<file path="src/rtl/dds_core_pkg.sv">
package dds_core_pkg;

  // Role played by the auxiliary accumulator
  typedef enum logic [1:0] {
    AUX_IDLE  = 2'd0,
    AUX_SWEEP = 2'd1,
    AUX_MOD   = 2'd2
  } aux_mode_e;

  // The modulus choice only matters when the auxiliary path is enabled.
  // Direct switch mode bypasses the path entirely.
  function automatic aux_mode_e pick_aux_mode(input logic en,
                                              input logic modulus,
                                              input logic dsw);
    if (!en || dsw) return AUX_IDLE;
    return modulus ? AUX_MOD : AUX_SWEEP;
  endfunction

endpackage

</file>
<file path="src/rtl/dds_sync_div.sv">
module dds_sync_div #(
  parameter int SYNC_DIV = 4
) (
  input  logic clk,
  input  logic rst_n,
  output logic tick
);
  localparam int CW = (SYNC_DIV > 1) ? $clog2(SYNC_DIV) : 1;
  localparam logic [CW-1:0] LAST = CW'(SYNC_DIV - 1);

  logic [CW-1:0] cnt;

  assign tick = (cnt == LAST);

  always_ff @(posedge clk or negedge rst_n) begin
    if (!rst_n)   cnt <= '0;
    else if (tick) cnt <= '0;
    else          cnt <= cnt + CW'(1);
  end


  tick_single_chk: assert property (@(posedge clk) disable iff (!rst_n)
    tick |=> !tick);

endmodule

</file>
<file path="src/rtl/dds_aux_clr_sync.sv">
module dds_aux_clr_sync (
  input  logic clk,
  input  logic rst_n,
  input  logic upd,
  input  logic prof_chg,
  input  logic tick,
  input  logic clr_req,
  output logic clr_active
);
  logic pend;
  logic pend_val;
  logic sample_ev;

  assign sample_ev = upd | prof_chg;

  always_ff @(posedge clk or negedge rst_n) begin
    if (!rst_n) begin
      pend       <= 1'b0;
      pend_val   <= 1'b0;
      clr_active <= 1'b0;
    end else if (tick && (sample_ev || pend)) begin
      clr_active <= sample_ev ? clr_req : pend_val;
      pend       <= 1'b0;
    end else if (sample_ev) begin
      pend     <= 1'b1;
      pend_val <= clr_req;
    end
  end


  clr_on_tick_chk: assert property (@(posedge clk) disable iff (!rst_n)
    (clr_active != $past(clr_active)) |-> $past(tick));

endmodule

</file>
<file path="src/rtl/dds_aux_accum.sv">
module dds_aux_accum
  import dds_core_pkg::*;
#(
  parameter int AUX_W = 32
) (
  input  logic             clk,
  input  logic             rst_n,
  input  aux_mode_e        mode,
  input  logic             clr,
  input  logic             tick,
  input  logic [AUX_W-1:0] step,
  input  logic [AUX_W-1:0] limit,
  input  logic [AUX_W-1:0] num,
  input  logic [AUX_W-1:0] den,
  output logic [AUX_W-1:0] aux_val,
  output logic             carry
);
  localparam int EW = AUX_W + 1;

  // Saturating ramp step
  function automatic logic [AUX_W-1:0] ramp_next(input logic [AUX_W-1:0] cur,
                                                 input logic [AUX_W-1:0] inc,
                                                 input logic [AUX_W-1:0] ceil);
    logic [EW-1:0] s;
    s = {1'b0, cur} + {1'b0, inc};
    return (s >= {1'b0, ceil}) ? ceil : s[AUX_W-1:0];
  endfunction

  // Fractional counter sum, one bit wider
  function automatic logic [EW-1:0] frac_sum(input logic [AUX_W-1:0] cur,
                                             input logic [AUX_W-1:0] inc);
    return {1'b0, cur} + {1'b0, inc};
  endfunction

  logic [EW-1:0] msum;
  logic [EW-1:0] mwrap;
  logic          is_sweep;
  logic          is_mod;

  assign is_sweep = (mode == AUX_SWEEP);
  assign is_mod   = (mode == AUX_MOD);
  assign msum     = frac_sum(aux_val, num);
  assign mwrap    = msum - {1'b0, den};
  assign carry    = is_mod && !clr && (msum >= {1'b0, den});

  always_ff @(posedge clk or negedge rst_n) begin
    if (!rst_n)                 aux_val <= '0;
    else if (clr)               aux_val <= '0;
    else if (is_sweep && tick)  aux_val <= ramp_next(aux_val, step, limit);
    else if (is_mod)            aux_val <= carry ? mwrap[AUX_W-1:0] : msum[AUX_W-1:0];
  end


  sweep_hold_chk: assert property (@(posedge clk) disable iff (!rst_n)
    (is_sweep && !clr && !tick) |=> $stable(aux_val));

  sweep_ceiling_chk: assert property (@(posedge clk) disable iff (!rst_n)
    (is_sweep && !clr && aux_val <= limit) |=> (aux_val <= $past(limit)));

  mod_range_chk: assert property (@(posedge clk) disable iff (!rst_n)
    (is_mod && !clr && num < den && aux_val < den) |=> (aux_val < $past(den)));

  aux_cleared_chk: assert property (@(posedge clk) disable iff (!rst_n)
    clr |=> (aux_val == '0));

  idle_hold_chk: assert property (@(posedge clk) disable iff (!rst_n)
    (mode == AUX_IDLE && !clr) |=> $stable(aux_val));

endmodule

</file>
<file path="src/rtl/dds_phase_accum.sv">
module dds_phase_accum #(
  parameter int PW = 32
) (
  input  logic          clk,
  input  logic          rst_n,
  input  logic          clr,
  input  logic [PW-1:0] ftw,
  input  logic [PW-1:0] aux_add,
  input  logic          carry_in,
  input  logic [PW-1:0] pow,
  input  logic          lat_unmatched,
  output logic [PW-1:0] phase_out
);
  function automatic logic [PW-1:0] step_sum(input logic [PW-1:0] a,
                                             input logic [PW-1:0] f,
                                             input logic [PW-1:0] x,
                                             input logic          c);
    return a + f + x + PW'(c);
  endfunction

  logic [PW-1:0] acc;
  logic [PW-1:0] pow_q;
  logic [PW-1:0] pow_sel;

  assign pow_sel = lat_unmatched ? pow : pow_q;

  always_ff @(posedge clk or negedge rst_n) begin
    if (!rst_n) begin
      acc       <= '0;
      pow_q     <= '0;
      phase_out <= '0;
    end else begin
      acc       <= clr ? '0 : step_sum(acc, ftw, aux_add, carry_in);
      pow_q     <= pow;
      phase_out <= acc + pow_sel;
    end
  end


  phase_clear_chk: assert property (@(posedge clk) disable iff (!rst_n)
    clr |=> (acc == '0));

  offset_path_chk: assert property (@(posedge clk) disable iff (!rst_n)
    (!lat_unmatched) |=> (phase_out == $past(acc) + $past(pow_q)));

endmodule

</file>
<file path="src/rtl/dds_phase_core.sv">
module dds_phase_core
  import dds_core_pkg::*;
#(
  parameter int PW       = 32,
  parameter int AUX_W    = 32,
  parameter int PROF_W   = 3,
  parameter int SYNC_DIV = 4
) (
  input  logic              clk,
  input  logic              rst_n,
  input  logic              upd_strobe,
  input  logic              sweep_en,
  input  logic              modulus_en,
  input  logic              dsw_en,
  input  logic              prof_from_int,
  input  logic [PROF_W-1:0] prof_int,
  input  logic [PROF_W-1:0] prof_pins,
  input  logic              clr_phase,
  input  logic              clr_aux,
  input  logic              lat_unmatched,
  input  logic [PW-1:0]     ftw,
  input  logic [PW-1:0]     pow,
  input  logic [AUX_W-1:0]  sweep_step,
  input  logic [AUX_W-1:0]  sweep_limit,
  input  logic [AUX_W-1:0]  mod_num,
  input  logic [AUX_W-1:0]  mod_den,
  output logic [PW-1:0]     phase_out,
  output logic              sync_tick,
  output logic [PROF_W-1:0] active_prof
);
  aux_mode_e         mode;
  logic [PROF_W-1:0] prof_q;
  logic              prof_chg;
  logic              aux_clr;
  logic [AUX_W-1:0]  aux_val;
  logic              aux_carry;
  logic [PW-1:0]     aux_add;

  assign mode        = pick_aux_mode(sweep_en, modulus_en, dsw_en);
  assign active_prof = prof_from_int ? prof_int : prof_pins;
  assign prof_chg    = (active_prof != prof_q);
  assign aux_add     = (mode == AUX_SWEEP) ? PW'(aux_val) : '0;

  always_ff @(posedge clk or negedge rst_n) begin
    if (!rst_n) prof_q <= '0;
    else        prof_q <= active_prof;
  end

  dds_sync_div #(.SYNC_DIV(SYNC_DIV)) u_div (
    .clk(clk), .rst_n(rst_n), .tick(sync_tick)
  );

  dds_aux_clr_sync u_clr (
    .clk(clk), .rst_n(rst_n), .upd(upd_strobe), .prof_chg(prof_chg),
    .tick(sync_tick), .clr_req(clr_aux), .clr_active(aux_clr)
  );

  dds_aux_accum #(.AUX_W(AUX_W)) u_aux (
    .clk(clk), .rst_n(rst_n), .mode(mode), .clr(aux_clr), .tick(sync_tick),
    .step(sweep_step), .limit(sweep_limit), .num(mod_num), .den(mod_den),
    .aux_val(aux_val), .carry(aux_carry)
  );

  dds_phase_accum #(.PW(PW)) u_phase (
    .clk(clk), .rst_n(rst_n), .clr(clr_phase), .ftw(ftw), .aux_add(aux_add),
    .carry_in(aux_carry), .pow(pow), .lat_unmatched(lat_unmatched),
    .phase_out(phase_out)
  );


  carry_mode_chk: assert property (@(posedge clk) disable iff (!rst_n)
    aux_carry |-> (mode == AUX_MOD));

  mod_ignored_chk: assert property (@(posedge clk) disable iff (!rst_n)
    (!sweep_en) |-> (!aux_carry && aux_add == '0));

endmodule

</file>
<file path="config.mk">
export PLATFORM = sky130hd
export DESIGN_NAME = dds_phase_core
export DESIGN_NICKNAME = d
export VERILOG_FILES = /design/src/rtl/dds_core_pkg.sv /design/src/rtl/dds_sync_div.sv /design/src/rtl/dds_aux_clr_sync.sv /design/src/rtl/dds_aux_accum.sv /design/src/rtl/dds_phase_accum.sv /design/src/rtl/dds_phase_core.sv
export SDC_FILE = /design/constraint.sdc
export NUM_CORES = 1
export LEC_CHECK = 0
export BUFFER_PORTS_ARGS = -buffer_cell sky130_fd_sc_hd__buf_4
export CAP_MARGIN = 25
export CELL_PAD_IN_SITES_DETAIL_PLACEMENT = 2
export CELL_PAD_IN_SITES_GLOBAL_PLACEMENT = 2
export CORE_MARGIN = 1.5
export CORE_UTILIZATION = 38
export CTS_CLUSTER_DIAMETER = 120
export CTS_CLUSTER_SIZE = 12
export DETAILED_ROUTE_END_ITERATION = 10
export PLACE_DENSITY = 0.91
export REMOVE_ABC_BUFFERS = 1
export SYNTH_ARGS = -nofsm -noshare
export SYNTH_HDL_FRONTEND = slang
export SYNTH_HIERARCHICAL = 1
export SYNTH_SLANG_ARGS = --single-unit
</file>
<file path="constraint.sdc">
create_clock -name clk -period 11.75 [get_ports clk]
set_input_delay 1.175 -clock clk [delete_from_list [all_inputs] [get_ports clk]]
set_output_delay 1.175 -clock clk [all_outputs]
set_load 0.01 [all_outputs]
</file>
==> results of run 1 <==
==> cell families (layout without fill, tap and decap cells) <==
kind of cell	after synthesis	count (layout)	synth area share
other	0	1	0
DFF	136	136	0.216
and+or+nand+nor	505	505	0.160
xor gates and xnor gates	125	125	0.0695
adders and majority gates	227	227	0.198
buffers and inverters	173	395	0.0483
muxes	59	59	0.0412
AOI/OAI and AO/OA	634	634	0.267
==> sequential cells by signal, indices dropped and copies added (netlist names) <==
register / flops
u_aux/aux_val: 32
u_phase/acc: 32
u_phase/phase_out: 32
u_phase/pow_q: 32
prof_q: 3
u_div/cnt: 2
u_clr/clr_active: 1
u_clr/pend: 1
u_clr/pend_val: 1
==> report_power, final <==
part,leakage [nW],internal (mW),switching [mW]
clock network,0.286,0.334,0.241
registers,1.69,0.587,0.0958
logic,7.02,0.829,1.24
==> how the worst max path moves through the flow <==
stage	cells after the start	startpoint	slack, ps	to
floorplan	26	mod_num[7]	4300	u_phase/acc[30]$_DFF_PN0_
global placement	27	mod_num[7]	3990	u_phase/acc[20]$_DFF_PN0_
detailed placement	27	mod_num[7]	3570	u_phase/acc[20]$_DFF_PN0_
CTS	27	mod_num[7]	3950	u_phase/acc[20]$_DFF_PN0_
global route	27	mod_num[7]	3490	u_phase/acc[20]$_DFF_PN0_
finish	27	mod_num[7]	3790	u_phase/acc[20]$_DFF_PN0_
==> final cells by class <==
| class | instances | area (um^2) |
|---|---|---|
| sequential | 136 | 3400 |
| tap | 532 | 666 |
| fill | 4563 | 22200 |
| inverter | 111 | 422 |
| clock inverter | 14 | 175 |
| timing repair buffer | 253 | 1920 |
| multi-input combinational | 1550 | 11600 |
| clock buffer | 17 | 425 |
| antenna | 1 | 2.50 |
==> cell usage in the layout (no fill, tap or decap), drive strengths merged, types with 24 or more instances in the layout <==
master / n
buf: 253
a21oi: 198
ha: 191
nor2: 146
dfrtp: 136
o21ai: 126
nand2: 121
inv: 114
xnor2: 77
a21o: 71
xor2: 48
mux2: 43
and2: 40
fa: 36
nor3: 34
o21a: 33
nand4: 33
a211oi: 33
nand3: 28
a31oi: 26
nor2b: 24
==> worst reg2reg max path: stages, from the launching register on <==
cell	delay, ps
dfrtp_1	470
ha_1	360
nand2_1	140
or4b_1	480
o21ai_1	480
o21ai_0	260
a21o_1	230
a21oi_1	190
xnor2_1	130
ha_1	450
nand4_2	200
or3_1	390
a211o_1	300
a41oi_2	280
a21oi_1	190
o22a_1	290
inv_6	170
ha_1	260
inv_1	100
fa_1	450
nor2b_1	200
o31a_1	200
o2111ai_1	260
a31oi_1	340
nor2b_1	120
o21ai_0	220
mux2_2	360
==> metrics by stage <==
stage,utilization,hold WS [ps],std cells
6_report,0.456,477,2614
5_1_grt,0.456,501,2614
4_1_cts,0.455,477,2612
3_5_place_dp,0.441,454,2581
3_3_place_gp,0.440,414,2580
2_1_floorplan,-,403,1797
==> metal layers <==
layer,up-vias,track usage,share of wire
met5,-,0,0
met3,144,0.0314,0.030
met2,421,0.547,0.51
met1,7967,0.366,0.42
met4,0,0.135,0.042
li1,7239,-,-
==> results by group, run 1 <==
Status
  • Outcome: completed

Placement
  • HPWL after DPL: 51800 um
  • Port-buffer cells: between 200 and 250
  • Placed instance area: 0.0180 mm^2
  • GPL Wtd Cong: 0.921
  • Place WS: between 3000 and 4000 ps

Global route
  • Antenna violations before repair: 1
  • Vias in the first global route: ~18000
  • Largest net degree at the start of global routing: 73
  • Tot GR Track Use: 0.305
  • Global route overflow: 0
  • First-pass GRT wire length: 99900 um

Yosys
  • Post-synth top area share: 0.216
  • Main synth FF type: dfrtp_1
  • Area leader, netlist: dfrtp_1
  • #FFs+latches synth: 136
  • Netlist cell types: 98
  • Ys async rst share: 1.00
  • Syn_area_per_cell: between 8 and 9 um^2
  • Largest cells by area after synthesis: dfrtp_1, ha_1, a21oi_1
  • Ys Warns: 6
  • Top-count cell post-synth: a21oi_1
  • Seq/Total Area, Yosys: 0.216
  • EDFF count, synth: 0
  • Commonest cells in the netlist: a21oi_1, ha_1, nor2_1
  • Mapped Area: 0.0157 mm^2
  • Post-synthesis instance total: 1859

Drt
  • Antenna violation net count after detailed routing: 0
  • Via count: 15800
  • DR iter-0 viols: between 800 and 900
  • Residual DRC: 0
  • Total Routed Length: 65000 um
  • Drt wl/cell: ~25 um
  • First-pass DRT Iterations: 5
  • Vias/cell: 6.03

Run
  • Max Cap Viol: 0

Min path
  • HP Class: register to register
  • Hold Path Depth: 1
  • WHS Endpoint: u_div/cnt[0]$_DFF_PN0_
  • Hold path startpoint: u_div/cnt[0]$_DFF_PN0_

Pwr
  • Peak supply drop: around 0.000096 V
  • Lkg Pwr: 8.99 nW
  • Power per Cell Area: 179 mW/mm^2
  • Final Power: 3.32 mW

STA
  • Setup TNS: 0 ps
  • Clock Skew: 13.3 ps
  • RSZ-0062 raised after global routing: no
  • Final Critical Period: 7960 ps
  • Final hold viol count: 0
  • Max Clk Rate: ~130 MHz
  • Fin crit share: 0.677
  • Setup violations, final: 0
  • Least-Margin Pin Slew: 817 ps
  • Setup ws final: 3790 ps
  • Worst relative slew slack: 0.450
  • Max Transition Viols Final: 0

CTS
  • Post-CTS setup buffer count: 0
  • Clock Latency Late Sink: 460 ps
  • Cts hold-fix bufs: 0
  • H-Tree Depth: 4
  • Root Buffer Master: clkbuf_16
  • CTS sink cnt: 136
  • Clock Tree Buf Depth: 2
  • Clock buffer count from CTS: 17
  • Clk slew on worst S/H paths: 70 ps
  • CTS tree: done
  • CTS-repair resized insts: 0

Final layout
  • Final instance area: 0.0186 mm^2
  • Nets: 2504
  • Share of layout cells above drive strength 1: 0.184
  • Synth-to-Final Area Change: 18.2%

Floorplan
  • Initial Util: 0.386
  • DIE WIDTH: 207 um
  • Die height: about 210 um
  • Die area: 0.0427 mm^2
  • Core area: 0.0408 mm^2
  • Floorplan row count: 74
  • I/O Pins: 244

Setup path
  • Crit path max-delay family: compound AO/OA/AOI/OAI gates
  • RR Endpoint: u_phase/acc[20]$_DFF_PN0_
  • Crit path max fanout: 9
  • R2R setup slack: between 4000 and 5000 ps
  • CP Class: input port to register
  • CP most frequent cell: ha_1
  • Worst endpoint data arrival time: 8300 ps
  • Crit path buf inv count: 3
  • Crit-path slowest cell: or4b_1
  • CP endpoint kind: register
  • CP startpoint kind: input port
  • CP Data Required Time: 12090 ps
  • Largest stage delay on the critical path: 480 ps
  • R2R Path Start: u_aux/aux_val[7]$_DFFE_PN0P_
  • Reg2Reg Depth: 26
(Power assumes the default switching activity.)
==> inputs of run 2 (changes only) <==
ABC_AREA = 1   (was unset)
CORE_UTILIZATION = 29   (was 38)
PLACE_DENSITY = 0.81   (was 0.91)
clock period = 6.5 ns   (was 11.75 ns; I/O delays follow)
==> results by group, run 2 <==
CTS
  • Clk slew on worst S/H paths: 70 ps (about the same)
  • CTS sink cnt: 136 (unchanged)
  • H-Tree Depth: 4 (unchanged)
  • Root Buffer Master: clkbuf_16 (unchanged)
  • Clock Tree Buf Depth: 2 (unchanged)
  • Cts hold-fix bufs: 0 (unchanged)
  • CTS tree: done (unchanged)
  • Clock buffer count from CTS: 17 (unchanged)
  • Clock Latency Late Sink: 490 ps (was 460 ps)

Drt
  • Total Routed Length: 82800 um (was 65000 um)
  • First-pass DRT Iterations: 4 (was 5)
  • Via count: 19500 (was 15800)
  • Vias/cell: 5.10 (was 6.03)
  • Antenna violation net count after detailed routing: 0 (unchanged)
  • Residual DRC: 0 (unchanged)
  • DR iter-0 viols: 521 (was 842)
  • Drt wl/cell: 21.6 um (was 24.9 um)

Pwr
  • NetSw: 6.43 mW (was 1.57 mW)
  • Part of the power in registers: 0.131 (was 0.205)
  • Peak supply drop: 0.000215 V (was 0.0000957 V)
  • Final Power: 10.9 mW (was 3.32 mW)
  • Power per Cell Area: 513 mW/mm^2 (was 179 mW/mm^2)
  • Comb power frac: 0.777 (was 0.621)
  • Clock share of power: 0.091 (was 0.173)
  • Internal: 4.45 mW (was 1.75 mW)
  • Sw Share: 0.591 (was 0.473)
  • Lkg Pwr: 11.6 nW (was 8.99 nW)

STA
  • Max Transition Viols Final: 0 (unchanged)
  • Clock Skew: 16.2 ps (was 13.3 ps)
  • Max Clk Rate: 168 MHz
  • Setup ws final: 548 ps (was 3790 ps)
  • Setup violations, final: 0 (unchanged)
  • Final hold viol count: 0 (unchanged)
  • RSZ-0062 raised after global routing: no (unchanged)
  • Worst relative slew slack: 0.320 (was 0.450)
  • Fin crit share: 0.916
  • Least-Margin Pin Slew: 1020 ps (was 817 ps)
  • Final Critical Period: 5950 ps

Setup path
  • CP startpoint kind: register (was input port)
  • Crit path max fanout: 5 (was 9)
  • Crit-path slowest cell: dfrtp_1 (was or4b_1)
  • Crit path max-delay family: simple AND/OR/NAND/NOR gates (was compound AO/OA/AOI/OAI gates)
  • CP Data Required Time: 6920 ps (was 12090 ps)
  • CP Class: register to register (was input port to register)
  • Largest stage delay on the critical path: 460 ps (was 480 ps)
  • CP most frequent cell: nand3_1 (was ha_1)
  • Crit path buf inv count: 5 (was 3)
  • CP endpoint kind: register (unchanged)
  • Worst endpoint data arrival time: 6370 ps (was 8300 ps)

Yosys
  • Post-synthesis instance total: 2797 (was 1859)
  • Ys Warns: 6 (unchanged)
  • Ys async rst share: 1.00 (unchanged)
  • Mapped Area: 0.0179 mm^2 (was 0.0157 mm^2)
  • Syn_area_per_cell: 6.38 um^2 (was 8.47 um^2)
  • #FFs+latches synth: 136 (unchanged)
  • Commonest cells in the netlist: nand2_1, inv_1, nor2_1 (was a21oi_1, ha_1, nor2_1)
  • Area leader, netlist: dfrtp_1 (unchanged)
  • Netlist cell types: 46 (was 98)
  • Seq/Total Area, Yosys: 0.191 (was 0.216)
  • Main synth FF type: dfrtp_1 (unchanged)
  • Top-count cell post-synth: nand2_1 (was a21oi_1)
  • Post-synth top area share: 0.191 (was 0.216)
  • Largest cells by area after synthesis: dfrtp_1, nand2_1, ha_1 (was dfrtp_1, ha_1, a21oi_1)
  • EDFF count, synth: 0 (unchanged)

Final layout
  • Nets: 3475 (was 2504)
  • Register area: 0.00340 mm^2 (unchanged)
  • Diodes inserted: 0 (was 1)
  • Synth-to-Final Area Change: 18.8% (was 18.2%)
  • Most common cell after layout, fill and taps aside: nand2_1 (was buf_4)
  • Share of layout cells above drive strength 1: 0.131 (was 0.184)
  • Multi-input gate area: 0.0125 mm^2 (was 0.0116 mm^2)
  • Most frequent cells in the layout: nand2_1, inv_1, buf_4 (was buf_4, a21oi_1, ha_1)
  • Layout fillers: 7457 (was 4563)

Run
  • Max Cap Viol: 0 (unchanged)

Global route
  • Largest net degree at the start of global routing: 91 (was 73)
  • Global route overflow: 0 (unchanged)
  • Antenna violations before repair: 1 (unchanged)
  • Tot GR Track Use: 0.266 (was 0.305)
  • First-pass GRT wire length: 127000 um (was 99900 um)
  • Vias in the first global route: 22400 (was 17600)

Status
  • Outcome: completed (unchanged)

Floorplan
  • Initial Util: 0.295 (was 0.386)
  • Die height: 251 um (was 207 um)
  • Core area: 0.0606 mm^2 (was 0.0408 mm^2)
  • Floorplan row count: 90 (was 74)
  • DIE WIDTH: 251 um (was 207 um)
  • I/O Pins: 244 (unchanged)
  • Die area: 0.0631 mm^2 (was 0.0427 mm^2)

Min path
  • HP Class: input port to asynchronous set/reset pin (was register to register)

Placement
  • HPWL after DPL: 72600 um (was 51800 um)
  • Place WS: -464 ps (was 3570 ps)
  • Port-buffer cells: 243 (unchanged)
  • GPL Wtd Cong: 0.988 (was 0.921)
[run 2: changes by cell type after synthesis, sizes merged, moves of 16 or more]
cell / previous run / this run
a211oi: 33 / 1
a21o: 71 / 24
and2: 40 / 3
clkbuf: 42 / 16
inv: 111 / 467
mux2i: 16 / 0
nand2: 121 / 814
nand2b: 18 / 0
nand3: 28 / 256
nor2: 146 / 263
nor2b: 24 / 0
o21a: 33 / 8
o21ai: 126 / 96
xnor2: 77 / 28
[run 2: power by group through the flow]
stage               Clock, mW  Combinational, mW  Sequential, mW
floorplan                   0               5.46            1.35
global placement            0               8.07            1.44
detailed placement          0               8.41            1.45
CTS                      1.02               8.49            1.44
global route             1.05               9.42            1.47
finish                  0.991               8.46            1.43
[run 2: cell type report]
class | instances | share of cell area
Clock buffer | 17 | 0.0201
Clock inverter | 15 | 0.00643
Inverter | 467 | 0.0826
Multi-Input combinational cell | 2154 | 0.589
Sequential cell | 136 | 0.160
Tap cell | 782 | 0.0461
Timing Repair Buffer | 264 | 0.0951
[run 2: routing by layer]
| metal | vias up | share of wire | track usage |
|---|---|---|---|
| met5 | - | 0.00016 | 0 |
| met4 | 2 | 0.047 | 0.123 |
| met3 | 142 | 0.019 | 0.0269 |
| met2 | 315 | 0.53 | 0.512 |
| met1 | 9611 | 0.40 | 0.291 |
| li1 | 9478 | - | - |
[run 2: stage by stage]
stage	hold slack, ps	area (um^2)	utilization	cells	setup TNS, ps
after floorplan	354	17600	-	2757	0
after global placement	413	20600	0.340	3802	-3450
after detailed placement	424	20600	0.341	3803	-5010
after CTS	236	21200	0.350	3835	0
after global routing	247	21200	0.350	3835	0
final	242	21200	0.350	3835	0
[run 2: repair_timing]
action / CTS / global route
resized for setup: 1 / 5
endpoints found under the setup margin: 11 / 12
buffers inserted: 0 / 0
[run 2: path summary, 6_finish.rpt]
check / from / endpoint / slack, ps / cells past startpoint
max: u_aux/aux_val[2]$_DFFE_PN0P_ / u_phase/acc[28]$_DFF_PN0_ / 550 / 32
min: rst_n / u_phase/phase_out[4]$_DFF_PN0_ / 240 / 1
max reg2reg: u_aux/aux_val[2]$_DFFE_PN0P_ / u_phase/acc[28]$_DFF_PN0_ / 550 / 32
min reg2reg: u_div/cnt[0]$_DFF_PN0_ / u_div/cnt[0]$_DFF_PN0_ / 430 / 1
max in group asynchronous: rst_n / u_aux/aux_val[31]$_DFFE_PN0P_ / 5010 / 2
min in group clk: pow[3] / u_phase/pow_q[3]$_DFF_PN0_ / 270 / 1
[run 2: cells by family after synthesis]
group	Yosys count	share of synthesized area
buffers and inverters	507	0.111
adder cells (fa/ha/maj)	227	0.174
AO/OA/AOI/OAI	376	0.118
AND/OR/NAND/NOR	1428	0.342
flip-flops	136	0.191
XOR/XNOR	91	0.0446
multiplexers	32	0.0202
[run 2: worst register-to-register path, delay by kind of cell (launching register included)]
family	cells	cell delay (ps)
flip-flops	1	460
XOR/XNOR	1	170
AO/OA/AOI/OAI	3	440
AND/OR/NAND/NOR	19	2600
adder cells (fa/ha/maj)	4	1510
buffers and inverters	5	730
